==> config.mk <==
export PLATFORM = sky130hd
export DESIGN_NAME = hall_sine_mod
export DESIGN_NICKNAME = d
export VERILOG_FILES = /design/src/rtl/hall_sine_mod.sv
export SDC_FILE = /design/constraint.sdc
export NUM_CORES = 2
export LEC_CHECK = 0
export ABC_AREA = 1
export BUFFER_PORTS_ARGS = -buffer_cell sky130_fd_sc_hd__buf_2
export CAP_MARGIN = 40
export CORE_ASPECT_RATIO = 1.75
export CORE_UTILIZATION = 30
export DETAILED_ROUTE_END_ITERATION = 6
export SLEW_MARGIN = 10
export SYNTH_ARGS = -nofsm -noshare
export SYNTH_HDL_FRONTEND = slang
export SYNTH_SLANG_ARGS = --single-unit
==> constraint.sdc <==
create_clock -name clk -period 17.6 [get_ports clk]
set_input_delay 1.76 -clock clk [delete_from_list [all_inputs] [get_ports clk]]
set_output_delay 1.76 -clock clk [all_outputs]
set_load 0.03 [all_outputs]
==> src/rtl/hall_sine_mod.sv <==
module hall_sine_mod #(
  parameter int ANG_W    = 16,
  parameter int HALF_W   = 16,
  parameter int AMP_W    = 12,
  parameter int SLOPE_W  = 8,
  parameter int LUT_BITS = 8,
  parameter int SIN_AMP  = 2047,
  parameter int MIN_HALF = 9,
  parameter int PWM_TOP  = 512,
  localparam int DUTY_W  = $clog2(PWM_TOP + 1)
) (
  input  logic               clk,
  input  logic               rst_n,
  input  logic               pwm_ovf,
  input  logic               hall_edge,
  input  logic               hall_rise,
  input  logic [HALF_W-1:0]  half_ticks,
  input  logic [AMP_W-1:0]   amp_cmd,
  input  logic [ANG_W-1:0]   adv_offset,
  input  logic [SLOPE_W-1:0] adv_slope,
  input  logic [AMP_W-1:0]   vf_base,
  input  logic [SLOPE_W-1:0] vf_slope,
  output logic [DUTY_W-1:0]  duty_a,
  output logic [DUTY_W-1:0]  duty_b,
  output logic [DUTY_W-1:0]  duty_c,
  output logic               duty_load
);

  localparam int N_LUT    = 1 << LUT_BITS;
  localparam int HALF_LUT = N_LUT / 2;
  localparam int SIN_W    = $clog2(SIN_AMP + 1) + 1;
  localparam int HALF_TURN_I = 2 ** (ANG_W - 1);
  localparam logic [ANG_W-1:0] HALF_TURN = {1'b1, {(ANG_W-1){1'b0}}};
  localparam logic [ANG_W-1:0] OFF_B = ANG_W'((2 ** ANG_W) / 3);
  localparam logic [ANG_W-1:0] OFF_C = ANG_W'((2 ** (ANG_W + 1) + 1) / 3);
  localparam int AMP_MAX  = 2 ** AMP_W - 1;
  localparam int MID      = PWM_TOP / 2;
  localparam int SCALE_SH = SIN_W + AMP_W;
  localparam int PROD_W   = SIN_W + AMP_W + DUTY_W + 8;
  localparam int WIDE_W   = SLOPE_W + ANG_W;
  localparam logic [ANG_W-1:0] PH_OFF [3] = '{'0, OFF_B, OFF_C};

  // Parabolic-ratio sine approximation, evaluated at elaboration.
  function automatic int sine_at(int i);
    longint p, q, num, den, v;
    p   = longint'(i % HALF_LUT);
    q   = longint'(HALF_LUT) - p;
    num = 4 * longint'(SIN_AMP) * p * q;
    den = (5 * longint'(HALF_LUT) * longint'(HALF_LUT)) / 4 - p * q;
    v   = (2 * num + den) / (2 * den);
    if (i >= HALF_LUT) v = -v;
    return int'(v);
  endfunction

  logic signed [SIN_W-1:0] lut [N_LUT];
  for (genvar g = 0; g < N_LUT; g++) begin : g_lut
    assign lut[g] = SIN_W'(sine_at(g));
  end

  logic              toggle, seen_edge, locked;
  logic [ANG_W-1:0]  acc, inc;
  logic [DUTY_W-1:0] duty_q [3];
  logic [DUTY_W-1:0] duty_n [3];

  wire update = pwm_ovf & toggle;

  wire [HALF_W-1:0] n_eff = (half_ticks < HALF_W'(MIN_HALF)) ? HALF_W'(MIN_HALF) : half_ticks;
  wire [ANG_W-1:0]  inc_new = ANG_W'(32'(HALF_TURN_I) / 32'(n_eff));

  wire [WIDE_W-1:0] adv_prod = WIDE_W'(adv_slope) * WIDE_W'(inc_new);
  wire [ANG_W-1:0]  phi      = adv_offset + ANG_W'(adv_prod >> 8);
  wire [ANG_W-1:0]  load_ang = hall_rise ? phi : phi + HALF_TURN;

  wire [WIDE_W-1:0] vf_prod = WIDE_W'(vf_slope) * WIDE_W'(inc);
  wire [WIDE_W:0]   vf_sum  = (WIDE_W+1)'(vf_base) + (WIDE_W+1)'(vf_prod >> 8);
  wire [AMP_W-1:0]  amp_lim = (vf_sum > (WIDE_W+1)'(AMP_MAX)) ? AMP_W'(AMP_MAX) : AMP_W'(vf_sum);
  wire [AMP_W-1:0]  amp_eff = (amp_cmd < amp_lim) ? amp_cmd : amp_lim;

  for (genvar ph = 0; ph < 3; ph++) begin : g_ph
    logic [ANG_W-1:0]        ang;
    logic [LUT_BITS-1:0]     idx1, idx3;
    logic signed [SIN_W:0]   wave;
    logic signed [PROD_W-1:0] prod, dval;
    assign ang  = acc - PH_OFF[ph];
    assign idx1 = ang[ANG_W-1 -: LUT_BITS];
    assign idx3 = LUT_BITS'(3 * idx1);
    assign wave = (SIN_W+1)'(lut[idx1]) + (SIN_W+1)'(lut[idx3] / 6);
    assign prod = PROD_W'(wave) * PROD_W'($signed({1'b0, amp_eff})) * PROD_W'(PWM_TOP);
    assign dval = PROD_W'(MID) + (prod >>> SCALE_SH);
    assign duty_n[ph] = DUTY_W'(dval);
  end

  always_ff @(posedge clk or negedge rst_n) begin
    if (!rst_n) begin
      toggle    <= 1'b0;
      seen_edge <= 1'b0;
      locked    <= 1'b0;
      acc       <= '0;
      inc       <= '0;
      duty_load <= 1'b0;
      for (int i = 0; i < 3; i++) duty_q[i] <= DUTY_W'(MID);
    end else begin
      if (pwm_ovf) toggle <= ~toggle;
      duty_load <= update;
      if (hall_edge) seen_edge <= 1'b1;
      if (hall_edge && seen_edge) begin
        locked <= 1'b1;
        inc    <= inc_new;
        acc    <= load_ang;
      end else if (update) begin
        acc <= acc + inc;
      end
      if (update)
        for (int i = 0; i < 3; i++) duty_q[i] <= locked ? duty_n[i] : DUTY_W'(MID);
    end
  end

  assign duty_a = duty_q[0];
  assign duty_b = duty_q[1];
  assign duty_c = duty_q[2];

endmodule

==> Word level (Yosys, flattened, before mapping) <==
Memory sizes are Yosys's and may differ from the RTL's.
Cells that the tools add are included.
{ "word_totals": {"memories": 6, "in_bits": 77, "word_cells": 79, "reg_bits": 66, "romBits": 18432, "output_inout_bits": 31} }
{ "classes": {"multipliers": 8, "magnitude_cmp": 9, "bitwise": 8, "n_mux": 21, "n_addsub": 12, "reduce_logical": 2, "div_mod_pow": 4} }
{ "memory_table": {"columns": ["name", "words", "width", "read_ports", "rd_ports_with_merged_regs", "wr", "line_no", "source"], "rows": [
  ["(no name shown)", 256, 12, 1, 0, 0, "87", "assign wave = (SIN_W+1)'(lut[idx1]) + (SIN_W+1)'(lut[idx3] / 6);"],
  ["(no name shown)", 256, 12, 1, 0, 0, "87", null],
  ["(no name shown)", 256, 12, 1, 0, 0, "87", null],
  ["(no name shown)", 256, 12, 1, 0, 0, "87", null],
  ["(no name shown)", 256, 12, 1, 0, 0, "87", null],
  ["(no name shown)", 256, 12, 1, 0, 0, "87", null]
]} }
{ "ops": {"columns": ["operator", "count"], "rows": [
  ["$mux W12", 14],
  ["$div A32 B4 Y32 const B", 3],
  ["$mul A13 B13 Y25", 3],
  ["$mux W16", 4],
  ["$ge A9 B9 Y1 const B", 6],
  ["$not A8 Y9", 6],
  ["$mul A8 B16 Y24", 2],
  ["$add A12 B13 Y13", 3],
  ["$add A16 B16 Y16", 2],
  ["$div A16 B16 Y32 const A", 1],
  ["$add A10 B10 Y10 const A", 3],
  ["$mux W10", 3],
  ["$mul A2 B8 Y8 const A", 3],
  ["$add A12 B16 Y17", 1],
  ["$gt A17 B12 Y1 const B", 1],
  ["$add A16 B16 Y16 const B", 1],
  ["$lt A16 B4 Y1 const B", 1],
  ["$sub A16 B15 Y16 const B", 1],
  ["$sub A16 B16 Y16 const B", 1],
  ["$lt A12 B12 Y1", 1],
  ["$reduce_bool A2 Y1", 1],
  ["$and A1 B1 Y1", 1],
  ["$logic_and A1 B1 Y1", 1],
  ["$not A1 Y1", 1]
]} }

==> Depth between registers and ports, before layout <==
{ "depth": {"ltp_word": 11, "depth_mapped": 586, "depth_no_buf": 544} }

==> Least setup slack after synthesis <==
No wires, ideal clock.
{ "synth_path": {"path_kind": "input -> register", "from": "input half_ticks[5]", "to": "register acc[15]", "stages": 551, "t_required_ns": 17.476, "arrival_ns": 74.059, "setup_slack_ns": -56.583, "path_cell_list": "inv_1 > nand2_1 > nor2_4 > nand3_4 > inv_1 > nor2_1 > ha_1 > inv_1 > a21oi_1 > o211ai_1 > nor2_1 > ha_1 > nand2_1 > nor2_1 > a211oi_1 > nand2_1 > nand2_1 > nand2_1 > [515 not listed] > inv_1 > o21ai_0 > inv_1 > nor2_1 > o21ai_0 > nand2_1 > nand2_1 > inv_1 > o21ai_0 > nand2_1 > nand3_1 > a21oi_1 > nor2_1 > o21bai_1 > xor2_1 > nand3_1 > nand3_2 > a21oi_2"} }
{ "synth_via": {"elab_chain_cells": 8} }
{ "synth_lines": {"columns": ["element", "line_no", "source"], "rows": [
  ["start, declared", "17", "input logic [HALF_W-1:0] half_ticks,"],
  ["$lt A16 B4 Y1", "67", "wire [HALF_W-1:0] n_eff = (half_ticks < HALF_W'(MIN_HALF)) ? HALF_W'(MIN_HALF) : half_ticks;"],
  ["$mux W16 *", "67", null],
  ["$div A16 B16 Y32 *", "68", "wire [ANG_W-1:0] inc_new = ANG_W'(32'(HALF_TURN_I) / 32'(n_eff));"],
  ["$mul A8 B16 Y24 *", "70", "wire [WIDE_W-1:0] adv_prod = WIDE_W'(adv_slope) * WIDE_W'(inc_new);"],
  ["$add A16 B16 Y16 *", "71", "wire [ANG_W-1:0] phi = adv_offset + ANG_W'(adv_prod >> 8);"],
  ["$add A16 B16 Y16", "72", "wire [ANG_W-1:0] load_ang = hall_rise ? phi : phi + HALF_TURN;"],
  ["$mux W16 *", "72", null],
  ["$mux W16 *", "106", "if (hall_edge && seen_edge) begin"],
  ["end signal, assigned", "109", "acc <= load_ang;"],
  ["end signal, assigned", "111", "acc <= acc + inc;"],
  ["end, declared", "61", "logic [ANG_W-1:0] acc, inc;"]
]} }
Mark *: on every way between the ends. The rest lies on a longest branch, timed or not.
A chain may end at the register's enable or synchronous reset.

==> Worst setup path after layout <==
{ "layout_path": {"from": "input half_ticks[14]", "to": "register acc[14]"} }
Same word-level chain as after synthesis.

==> results.sh <==
export IMPL_status="complete, but fails checks"
export IMPL_failed_checks="design-rule violations, negative setup slack"
export IMPL_drv_slew=0
export IMPL_clk_path_buf_depth=2
export IMPL_worst_pin_slew_ns=1.01
export IMPL_grt_max_degree=80
export IMPL_ys_async_sr_fraction_pct=100
export IMPL_cts_sinks=66
export IMPL_critical_path_max_stage_delay_ns=0.55
export IMPL_yosysTopAreaCellShare_pct=16.6
export IMPL_slew_headroom_pct=32.2
export IMPL_fin_worst_skew_ns=0.0298
export IMPL_worstSetupPathType="input pin to flip-flop"
export IMPL_hold_ws_ns=0.482
export IMPL_crit_required_ns=17.90
export IMPL_rows=239
export IMPL_core_area_sq_mm=0.243
export IMPL_endpoint_kind="flip-flop"
export IMPL_synthToLayoutAreaGrowth_pct=38.7
export IMPL_min_delay_path_depth=2
export IMPL_hold_path_end="duty_a[6]$_DFFE_PN0P_"
export IMPL_fin_crit_sh_pct=353
export IMPL_postSynthCellCount=11700
export IMPL_grt_pass1_vias=93400
export IMPL_htreeDepth=3
export IMPL_clkLatencyLatePin_ns=0.45
export IMPL_hold_viol_final=0
export IMPL_cpMaxStageDelayCell="fa_1"
export IMPL_critPathLaunchType="input pin"
export IMPL_firstDrtPassIters=7
export IMPL_grt_overflow=0
export IMPL_clock_fmax_mhz=16.1
export IMPL_cp_max_fo=7
export IMPL_grt_usage_pct=27.5
export IMPL_setup_viol=32
export IMPL_hold_start="duty_a[6]$_DFFE_PN0P_"
export IMPL_routedWlPerCell_um=19.9
export IMPL_vias=90300
export IMPL_synth_seq_cells=66
export IMPL_pin_count=108
export IMPL_synth_main_ff_cell="dfrtp_1"
export IMPL_rsz0062_at_grt="true"
export IMPL_yosysTopAreaCell="fa_1"
export IMPL_clkTransAtPathRegs_ns=0.08
export IMPL_io_buffers=107
export IMPL_synth_seq_area_share_pct=2.26
export IMPL_syn_area_per_cell_sq_um=6.25
export IMPL_dieArea_sq_mm=0.246
export IMPL_avgViaCountPerCell=5.17
export IMPL_cp_common_cell="buf_4"
export IMPL_post_dp_hpwl_um=270000
export IMPL_cts_root_buffer="clkbuf_16"
export IMPL_synth_area_sq_mm=0.0732
export IMPL_drt_iter0_markers=5812
export IMPL_yosys_warnings=0
export IMPL_maxCapViolations=0
export IMPL_synth_edff_count=0
export IMPL_hold_path_class="flip-flop to flip-flop"
export IMPL_gp_congestion=1.09
export IMPL_synthTopCellsByArea="fa_1, ha_1, nand2_1"
export IMPL_period_needed_ns=62.19
export IMPL_final_layout_size_suffix_gt1_share_pct=28.4
export IMPL_antenna_found_initial=21
export IMPL_reg2reg_to="duty_b[9]$_DFFE_PN0P_"
export IMPL_routed_wl_um=347000
export IMPL_r2r_start="acc[5]$_DFFE_PN0P_"
export IMPL_cts_buffers=9
export IMPL_final_nets=15700
export IMPL_fill_cells=25300
export IMPL_cts_tree="built"
export IMPL_remaining_drc_errors=8
export IMPL_r2r_slack_ns=0.03
export IMPL_setup_ws_ns=-44.59
export IMPL_die_x_um=376
export IMPL_start_util_pct=30.2
export IMPL_dp_slack_ns=-46.54
export IMPL_cp_arrival_ns=62.49
export IMPL_die_h_um=656
export IMPL_yosysUniqueCellTypes=94
export IMPL_reg2reg_depth=103
export IMPL_drtAntennaViolNets=0
export IMPL_grt_pass1_wl_um=526000
-- Yosys cell counts, types with 46 or more instances --
library cell	number
o21ai_0	925
nor3_1	128
o22ai_1	55
fa_1	607
xor2_1	286
ha_1	796
nor2_1	1169
or2_2	78
clkbuf_1	322
o21bai_1	64
inv_1	1894
nand4_1	109
dfrtp_1	63
nand3_2	73
a31oi_1	66
nand2_1	2585
o211ai_1	81
a21oi_1	780
nand3_1	499
o31ai_1	61
nor2_2	46
nand2_2	88
xnor2_1	228
-- per-stage QoR --
step | cell area, sq um | utilization, % | instances | TNS [ns]
3_3_place_gp | 92400 | 38.1 | 16700 | -1108.13
3_5_place_dp | 92400 | 38.1 | 16700 | -1133.88
5_1_grt | 102000 | 41.9 | 17500 | -1195.30
4_1_cts | 98900 | 40.8 | 17400 | -1018.35
6_report | 102000 | 41.9 | 17500 | -1078.20
2_1_floorplan | 74300 | - | 11700 | -1213.79
-- registers in the layout, summed over array words and instances, names as in the netlist --
signal and flops:
acc 16, inc 16, duty_a 10, duty_b 10, duty_c 10, duty_load 1, locked 1, seen_edge 1
toggle 1
-- layout by cell type (no fill, tap or decap), types with 73 or more instances in the layout --
cell type | synthesis | final
inv_1 | 1894 | 1825
a21oi_1 | 780 | 698
xnor2_1 | 228 | 225
o211ai_1 | 81 | 81
or2_2 | 78 | 78
nand3_1 | 499 | 452
ha_1 | 796 | 710
nand2_2 | 88 | 209
fa_1 | 607 | 604
nand2_1 | 2585 | 2435
inv_2 | 27 | 81
a21oi_2 | 10 | 79
o21ai_2 | 17 | 104
nand3_2 | 73 | 114
nor3_1 | 128 | 117
nor2_1 | 1169 | 1122
ha_4 | 0 | 73
nand4_1 | 109 | 109
buf_2 | 3 | 109
buf_4 | 14 | 2695
xor2_1 | 286 | 274
o21ai_0 | 925 | 738
o21ai_1 | 35 | 107
-- layer usage --
| layer | global-route usage, % | up-vias | routed length [um] |
|---|---|---|---|
| li1 | - | 43000 | - |
| met1 | 27.5 | 42400 | 120000 |
| met2 | 50.4 | 3340 | 176000 |
| met3 | 3.95 | 1475 | 19200 |
| met4 | 21.8 | 6 | 32000 |
| met5 | 0 | - | 23 |
-- how the worst max path moves through the flow --
stage / startpoint / end / slack (ns) / depth (start not counted)
final: half_ticks[14] / acc[14]$_DFFE_PN0P_ / -44.59 / 501
after global routing: half_ticks[14] / acc[14]$_DFFE_PN0P_ / -48.47 / 533
after detailed placement: half_ticks[11] / acc[15]$_DFFE_PN0P_ / -46.54 / 529
after floorplan: half_ticks[4] / acc[15]$_DFFE_PN0P_ / -49.45 / 570
after CTS: half_ticks[10] / acc[14]$_DFFE_PN0P_ / -42.31 / 523
after global placement: half_ticks[11] / acc[14]$_DFFE_PN0P_ / -45.57 / 530
-- critical path: cells and delay by family --
kind,cells,cell delay [ns]
compound gates,88,12.26
fa+ha+maj,30,8.72
xor+xnor,6,1.02
buf+inv,183,20.88
simple gates,194,17.62
-- layout make-up --
class / instances / area, sq um / area share (%)
multi-input cells: 9272 / 66000 / 65.0
repair buffers: 2883 / 22000 / 21.6
inverters: 1966 / 7510 / 7.40
well taps: 3253 / 4070 / 4.01
flip-flops and latches: 66 / 1660 / 1.63
clock buffers: 9 / 225 / 0.222
clock inverters: 7 / 82.6 / 0.0813
repair inverters: 7 / 55.1 / 0.0542
diodes: 6 / 15.0 / 0.0148
-- repair_timing --
item | CTS | global route
setup endpoints to repair | 35 | 61
buffers inserted | 610 | 101
gates cloned | 12 | 0
hold buffers | 0 | 0
gates resized for setup | 407 | 425
pin swaps | 318 | 314
-- logic make-up after synthesis --
family	share of synthesized area, %
simple gates	29.4
compound gates	19.2
fa+ha+maj	30.2
xor+xnor	6.15
buf+inv	12.8
mux	0.0290
flops	2.26
other cells	0.00512
Power is left out: the tool's default activity adds up to more than one toggle a clock period on the data nets, which glitch-free logic cannot reach.
